`config.mk`:
```
export PLATFORM = sky130hd
export DESIGN_NAME = spd_pump_ctrl
export DESIGN_NICKNAME = d
export VERILOG_FILES = /design/src/rtl/spd_pkg.sv /design/src/rtl/spd_mode_fsm.sv /design/src/rtl/spd_gain_calc.sv /design/src/rtl/spd_steer.sv /design/src/rtl/spd_pump_ctrl.sv
export SDC_FILE = /design/constraint.sdc
export NUM_CORES = 1
export LEC_CHECK = 0
export ABC_AREA = 1
export BUFFER_PORTS_ARGS = -buffer_cell sky130_fd_sc_hd__buf_2
export CORE_MARGIN = 3
export CORE_UTILIZATION = 54
export DETAILED_ROUTE_END_ITERATION = 7
export PLACE_DENSITY = 0.82
export SLEW_MARGIN = 20
export SYNTH_ARGS = -nofsm -noshare
export SYNTH_HDL_FRONTEND = slang
export SYNTH_SLANG_ARGS = --single-unit
export TNS_END_PERCENT = 10
```
`constraint.sdc`:
```
create_clock -name clk_i -period 5.25 [get_ports clk_i]
set_input_delay 1.3125 -clock clk_i [delete_from_list [all_inputs] [get_ports clk_i]]
set_output_delay 1.3125 -clock clk_i [all_outputs]
set_load 0.03 [all_outputs]
```
`src/rtl/spd_pkg.sv`:
```
package spd_pkg;
    localparam int unsigned GAIN_W_DEF = 2;
    localparam int unsigned FAC_W_DEF  = 4;

    typedef enum logic {
        MODE_NORM  = 1'b0,
        MODE_BOOST = 1'b1
    } spd_mode_e;
endpackage

```
`src/rtl/spd_mode_fsm.sv`:
```
module spd_mode_fsm #(
    parameter int unsigned GAIN_W = spd_pkg::GAIN_W_DEF,
    parameter int unsigned FAC_W  = spd_pkg::FAC_W_DEF
) (
    input  logic                   clk_i,
    input  logic                   rst_ni,
    input  logic                   strobe_i,
    input  logic                   freq_word_i,
    input  logic [GAIN_W-1:0]      gain_i,
    input  logic [FAC_W-1:0]       fac_i,
    output spd_pkg::spd_mode_e     mode_d_o,
    output logic [GAIN_W-1:0]      gain_d_o,
    output logic [FAC_W-1:0]       fac_d_o,
    output spd_pkg::spd_mode_e     mode_q_o
);
    import spd_pkg::*;

    typedef struct packed {
        logic              strb;
        spd_mode_e         mode;
        logic [GAIN_W-1:0] gain;
        logic [FAC_W-1:0]  fac;
    } fsm_t;

    fsm_t fsm_d, fsm_q;
    logic rise_w;

    always_comb begin
        fsm_d      = fsm_q;
        fsm_d.strb = strobe_i;
        rise_w     = strobe_i & ~fsm_q.strb;
        if (rise_w) begin
            fsm_d.gain = gain_i;
            fsm_d.fac  = fac_i;
            fsm_d.mode = freq_word_i ? MODE_BOOST : MODE_NORM;
        end else if (!strobe_i) begin
            fsm_d.mode = MODE_NORM;
        end
    end

    always_ff @(posedge clk_i or negedge rst_ni) begin
        if (!rst_ni) begin
            fsm_q <= '{strb: 1'b0, mode: MODE_NORM, gain: '0, fac: '0};
        end else begin
            fsm_q <= fsm_d;
        end
    end

    assign mode_d_o = fsm_d.mode;
    assign gain_d_o = fsm_d.gain;
    assign fac_d_o  = fsm_d.fac;
    assign mode_q_o = fsm_q.mode;

    assert_enter_R2: assert property (@(posedge clk_i) disable iff (!rst_ni)
        (strobe_i && !fsm_q.strb && freq_word_i) |=> (fsm_q.mode == MODE_BOOST));

    assert_skip_other_R3: assert property (@(posedge clk_i) disable iff (!rst_ni)
        (strobe_i && !fsm_q.strb && !freq_word_i) |=> (fsm_q.mode == MODE_NORM));

    assert_no_late_entry_R11: assert property (@(posedge clk_i) disable iff (!rst_ni)
        (strobe_i && fsm_q.strb && fsm_q.mode == MODE_NORM) |=> (fsm_q.mode == MODE_NORM));

    assert_fields_held_R7: assert property (@(posedge clk_i) disable iff (!rst_ni)
        (strobe_i && fsm_q.strb) |=> ($stable(fsm_q.gain) && $stable(fsm_q.fac)));
endmodule

```
`src/rtl/spd_gain_calc.sv`:
```
module spd_gain_calc #(
    parameter int unsigned GAIN_W = spd_pkg::GAIN_W_DEF,
    parameter int unsigned FAC_W  = spd_pkg::FAC_W_DEF,
    parameter int unsigned PROP_W = (1 << GAIN_W) + 1,
    parameter int unsigned INT_W  = FAC_W + (1 << GAIN_W)
) (
    input  logic              boost_i,
    input  logic [GAIN_W-1:0] gain_i,
    input  logic [FAC_W-1:0]  fac_i,
    output logic [PROP_W-1:0] prop_o,
    output logic [INT_W-1:0]  int_o,
    output logic              int_en_o
);
    localparam int unsigned SH_W = GAIN_W + 1;

    logic [SH_W-1:0] shamt_w;

    always_comb begin
        shamt_w = SH_W'(gain_i) + SH_W'(1);
        if (boost_i) begin
            prop_o   = PROP_W'(1) << shamt_w;
            int_o    = INT_W'(fac_i) << shamt_w;
            int_en_o = (fac_i != '0);
        end else begin
            prop_o   = PROP_W'(1);
            int_o    = '0;
            int_en_o = 1'b0;
        end
    end
endmodule

```
`src/rtl/spd_steer.sv`:
```
module spd_steer #(
    parameter int unsigned N_PUMP = 2
) (
    input  logic              clk_i,
    input  logic              rst_ni,
    input  logic              up_i,
    input  logic              dn_i,
    input  logic [N_PUMP-1:0] en_i,
    output logic [N_PUMP-1:0] up_o,
    output logic [N_PUMP-1:0] dn_o
);
    for (genvar g = 0; g < N_PUMP; g++) begin : g_pump
        logic up_d, up_q, dn_d, dn_q;

        always_comb begin
            up_d = up_i & en_i[g];
            dn_d = dn_i & en_i[g];
        end

        always_ff @(posedge clk_i or negedge rst_ni) begin
            if (!rst_ni) begin
                up_q <= 1'b0;
                dn_q <= 1'b0;
            end else begin
                up_q <= up_d;
                dn_q <= dn_d;
            end
        end

        assign up_o[g] = up_q;
        assign dn_o[g] = dn_q;

        assert_gate_R10: assert property (@(posedge clk_i) disable iff (!rst_ni)
            !en_i[g] |=> (!up_o[g] && !dn_o[g]));

        assert_follow_R9: assert property (@(posedge clk_i) disable iff (!rst_ni)
            en_i[g] |=> (up_o[g] == $past(up_i) && dn_o[g] == $past(dn_i)));
    end
endmodule

```
`src/rtl/spd_pump_ctrl.sv`:
```
module spd_pump_ctrl #(
    parameter int unsigned GAIN_W = spd_pkg::GAIN_W_DEF,
    parameter int unsigned FAC_W  = spd_pkg::FAC_W_DEF,
    localparam int unsigned PROP_W = (1 << GAIN_W) + 1,
    localparam int unsigned INT_W  = FAC_W + (1 << GAIN_W)
) (
    input  logic              clk_i,
    input  logic              rst_ni,
    input  logic              strobe_i,
    input  logic              freq_word_i,
    input  logic [GAIN_W-1:0] gain_exp_i,
    input  logic [FAC_W-1:0]  int_fac_i,
    input  logic              pd_up_i,
    input  logic              pd_dn_i,
    output logic [PROP_W-1:0] prop_mult_o,
    output logic [INT_W-1:0]  int_mult_o,
    output logic              int_en_o,
    output logic              boost_o,
    output logic              prop_up_o,
    output logic              prop_dn_o,
    output logic              int_up_o,
    output logic              int_dn_o
);
    import spd_pkg::*;

    localparam int unsigned INT_MAX = ((1 << FAC_W) - 1) * (1 << (1 << GAIN_W));

    typedef struct packed {
        logic [PROP_W-1:0] prop;
        logic [INT_W-1:0]  intm;
        logic              int_en;
    } code_t;

    spd_mode_e         mode_d, mode_q;
    logic [GAIN_W-1:0] gain_d;
    logic [FAC_W-1:0]  fac_d;
    logic [PROP_W-1:0] prop_w;
    logic [INT_W-1:0]  int_w;
    logic              int_en_w;
    code_t             code_d, code_q;
    logic [1:0]        steer_en;
    logic [1:0]        steer_up, steer_dn;

    spd_mode_fsm #(.GAIN_W(GAIN_W), .FAC_W(FAC_W)) u_fsm (
        .clk_i       (clk_i),
        .rst_ni      (rst_ni),
        .strobe_i    (strobe_i),
        .freq_word_i (freq_word_i),
        .gain_i      (gain_exp_i),
        .fac_i       (int_fac_i),
        .mode_d_o    (mode_d),
        .gain_d_o    (gain_d),
        .fac_d_o     (fac_d),
        .mode_q_o    (mode_q)
    );

    spd_gain_calc #(.GAIN_W(GAIN_W), .FAC_W(FAC_W), .PROP_W(PROP_W), .INT_W(INT_W)) u_calc (
        .boost_i  (mode_d == MODE_BOOST),
        .gain_i   (gain_d),
        .fac_i    (fac_d),
        .prop_o   (prop_w),
        .int_o    (int_w),
        .int_en_o (int_en_w)
    );

    always_comb begin
        code_d        = code_q;
        code_d.prop   = prop_w;
        code_d.intm   = int_w;
        code_d.int_en = int_en_w;
        steer_en      = {int_en_w, 1'b1};
    end

    always_ff @(posedge clk_i or negedge rst_ni) begin
        if (!rst_ni) begin
            code_q <= '{prop: PROP_W'(1), intm: '0, int_en: 1'b0};
        end else begin
            code_q <= code_d;
        end
    end

    spd_steer #(.N_PUMP(2)) u_steer (
        .clk_i  (clk_i),
        .rst_ni (rst_ni),
        .up_i   (pd_up_i),
        .dn_i   (pd_dn_i),
        .en_i   (steer_en),
        .up_o   (steer_up),
        .dn_o   (steer_dn)
    );

    assign prop_mult_o = code_q.prop;
    assign int_mult_o  = code_q.intm;
    assign int_en_o    = code_q.int_en;
    assign boost_o     = (mode_q == MODE_BOOST);
    assign prop_up_o   = steer_up[0];
    assign prop_dn_o   = steer_dn[0];
    assign int_up_o    = steer_up[1];
    assign int_dn_o    = steer_dn[1];

    assert_base_R1: assert property (@(posedge clk_i) disable iff (!rst_ni)
        !boost_o |-> (prop_mult_o == PROP_W'(1) && int_mult_o == '0 && !int_en_o));

    assert_pow_R4: assert property (@(posedge clk_i) disable iff (!rst_ni)
        boost_o |-> ($countones(prop_mult_o) == 1 && prop_mult_o >= PROP_W'(2)));

    assert_ratio_R5: assert property (@(posedge clk_i) disable iff (!rst_ni)
        boost_o |-> (int_mult_o == '0 || int_mult_o >= INT_W'(prop_mult_o)));

    assert_ceiling_R5: assert property (@(posedge clk_i) disable iff (!rst_ni)
        int_mult_o <= INT_W'(INT_MAX));

    assert_kzero_R6: assert property (@(posedge clk_i) disable iff (!rst_ni)
        int_en_o == (int_mult_o != '0));

    assert_exit_R8: assert property (@(posedge clk_i) disable iff (!rst_ni)
        !strobe_i |=> !boost_o);

    assert_int_quiet_R10: assert property (@(posedge clk_i) disable iff (!rst_ni)
        !int_en_o |-> (!int_up_o && !int_dn_o));
endmodule

```
==> impl_metrics.csv <==
group,metric,value,unit
status,status,"finished clean",
timing,finalHoldViolCount,0,
worst_setup_path,start_kind,"input pin",
drt,wirelength,2210,um
worst_setup_path,crit_start,"strobe_i",
global_routing,antenna_found_initial,0,
clock_network,cts_setup_buffers,0,
clock_network,ctsResizeCount,0,
drt,drc,0,
die,rows,16,
worst_setup_path,crit_slowest_cell,"ha_1",
worst_setup_path,crit_required,5.49,ns
timing,setup_viol,0,
yosys,syn_area,0.00116,mm2
yosys,syn_nets,147,
die,ioPinCount,31,
flow_run,drv_cap,0,
worst_setup_path,cpMostUsedCell,"inv_1",
final_layout,fin_nets,182,
drt,drt_iter0_drc,24,
global_routing,grt_pass1_wl,3590,um
drt,vias,919,
timing,fin_crit,2.91,ns
clock_network,cts_tree,"yes",
worst_setup_path,worst-setup-path-type,"in2reg",
power_and_ir_drop,seqPwrFrac,0.540,
worst_setup_path,critPathMaxStageDelay,0.45,ns
place,dp_slack,2.03,ns
die,core-area,0.00200,mm2
worst_setup_path,reg2reg_from,"u_fsm.fsm_q[7]",
worst_hold_path,hold_class,"reg2reg",
power_and_ir_drop,switchingPower,0.130,mW
global_routing,grt_pass1_vias,877,
place,port-buffer-count,30,
clock_network,clockRootBuffer,"clkbuf_4",
clock_network,htree_levels,1,
die,die_h,52.3,um
yosys,seq_area_frac_synth,0.562,
clock_network,cts_made_buffers,3,
final_layout,diodes,0,
timing,tightest_slew,0.569,ns
timing,slew_headroom,0.621,
final_layout,final_common_cell,"nand2_1",
yosys,ys_types,18,
global_routing,grt_max_degree,27,
clock_network,clk_pin_slew_worst_paths,0.14,ns
global_routing,grt_remaining_overflow,0,
final_layout,most-common-layout-cells,"nand2_1, buf_2, inv_1",
yosys,syn_avg_cell_area,8.92,um2
yosys,netlist_instances,130,
place,dp_hpwl,1640,um
die,die_area,0.00274,mm2
worst_setup_path,crit_arrival,3.15,ns
clock_network,insertion_delay,0.32,ns
yosys,synth_warnings,0,
worst_setup_path,critical_path.max_fanout,8,
power_and_ir_drop,leakage,0.840,nW
clock_network,clock_path_buffers,2,
power_and_ir_drop,ir_worst_vdd,0.168,mV
timing,rsz0062_at_grt,"no",
power_and_ir_drop,switching_share,0.324,
final_layout,finalNonFillerCells,191,
worst_hold_path,min_from,"u_fsm.fsm_q[3]",
power_and_ir_drop,intPower,0.272,mW
place,placed_cells,187,
power_and_ir_drop,power_frac_clock,0.212,
die,start_util,0.579,
timing,hold_ws,0.547,ns
final_layout,syn_to_final_growth,18.1,%
timing,fin_crit_sh,0.554,
global_routing,gr-usage-all-layers,0.180,
clock_network,cts_hold_buf,0,
final_layout,nFillCells,169,
drt,ant_nets,0,
drt,wl_per_cell,11.5,um
power_and_ir_drop,pwr-share-comb,0.248,
yosys,synth_seq_cells,26,
worst_setup_path,worstPathCellList,"buf_2, nand2_2, o21ai_0, inv_1, ha_1, inv_1, nand3_1, nand3_1, nand2_1, inv_1",
timing,maxSlewViolCount,0,
timing,final.setup.worst_slack,2.34,ns
drt,first_pass_iters,4,
final_layout,fin_util,0.684,
timing,skew,0.0128,ns
die,die_width,52.3,um
clock_network,clock_sink_count,26,
power_and_ir_drop,power_density,294,mW/mm2
timing,setup_tns,0,ns
place,gp_congestion,0.917,
drt,vias_per_cell,4.81,
timing,timing.fmax,344,MHz
worst_setup_path,end_kind,"register",
final_layout,layout-drive-gt1-share,0.287,
-- cell families (layout without fill, tap and decap cells) --
logic type,after synthesis,after routing,share of synthesized area
buffers and inverters,28,62,0.0928
AOI/OAI and AO/OA,5,5,0.0270
adders and majority gates,5,5,0.0539
DFF,26,26,0.562
and+or+nand+nor,66,66,0.264
-- worst max-delay path: cells and delay by family --
kind	cells	cell delay, ns
and+or+nand+nor	4	0.46
adders and majority gates	1	0.45
AOI/OAI and AO/OA	1	0.44
buffers and inverters	4	0.48
-- cell usage after synthesis --
cell | instances | area share
nor2_4 | 1 | 0.0097
o31ai_1 | 1 | 0.0065
nand3_1 | 14 | 0.060
nand2_4 | 1 | 0.0097
inv_1 | 26 | 0.084
nand3_2 | 1 | 0.0086
nand2_1 | 32 | 0.10
inv_4 | 1 | 0.0054
a21oi_1 | 2 | 0.0086
dfstp_2 | 1 | 0.023
ha_1 | 5 | 0.054
nand2_2 | 6 | 0.032
a21oi_2 | 1 | 0.0076
dfrtp_1 | 25 | 0.54
o21ai_0 | 1 | 0.0043
inv_2 | 1 | 0.0032
nor2_1 | 10 | 0.032
or2_4 | 1 | 0.0076
-- flip-flops by register name, summed over array words and instances, names as in the netlist --
| name | count |
|---|---|
| int_en_o | 1 |
| int_mult_o | 8 |
| prop_mult_o | 5 |
| u_fsm.fsm_q | 7 |
| u_fsm.mode_q_o | 1 |
| u_steer.g_pump.dn_q | 2 |
| u_steer.g_pump.up_q | 2 |
-- path summary, 6_finish.rpt --
check	to	slack (ns)	depth (start not counted)
setup / recovery	int_mult_o[6]	2.34	10
hold / removal	u_fsm.fsm_q[3]	0.55	2
setup reg to reg	int_mult_o[6]	2.91	10
hold reg to reg	u_fsm.fsm_q[3]	0.55	2
max in group asynchronous	prop_mult_o[0]	3.90	1
min in group asynchronous	u_fsm.fsm_q[4]	0.96	1
-- per-layer routing --
layer  vias to the layer above  wire length (um)  part of all wire  GRT usage
met1                       410               970              0.44      0.222
met2                        44              1030              0.47      0.287
met4                         0                50             0.023      0.119
met5                         -                 0                 0          0
li1                        458                 -                 -          -
met3                         7               153             0.069     0.0313
-- final cells by class --
| class | instances | area, um2 | area share |
|---|---|---|---|
| inverters | 28 | 108 | 0.0785 |
| multi-input cells | 76 | 400 | 0.292 |
| repair buffers | 30 | 150 | 0.110 |
| clock buffers | 4 | 26.3 | 0.0192 |
| flip-flops and latches | 26 | 652 | 0.476 |
| well taps | 27 | 33.8 | 0.0247 |
-- power by group through the flow --
stage | clock network (mW) | registers, mW | logic, mW
3_5_place_dp | 0 | 0.221 | 0.0989
4_1_cts | 0.0896 | 0.217 | 0.0993
6_report | 0.0855 | 0.217 | 0.0999
3_3_place_gp | 0 | 0.221 | 0.0950
5_1_grt | 0.0943 | 0.219 | 0.112
2_1_floorplan | 0 | 0.236 | 0.0546
-- per-stage QoR --
| stage | total power, mW | instance area [um2] |
|---|---|---|
| after floorplan | 0.291 | 1160 |
| after global placement | 0.316 | 1340 |
| after detailed placement | 0.320 | 1340 |
| after CTS | 0.406 | 1370 |
| after global routing | 0.425 | 1370 |
| final | 0.403 | 1370 |
No activity file was read; power rests on OpenSTA's default activity.
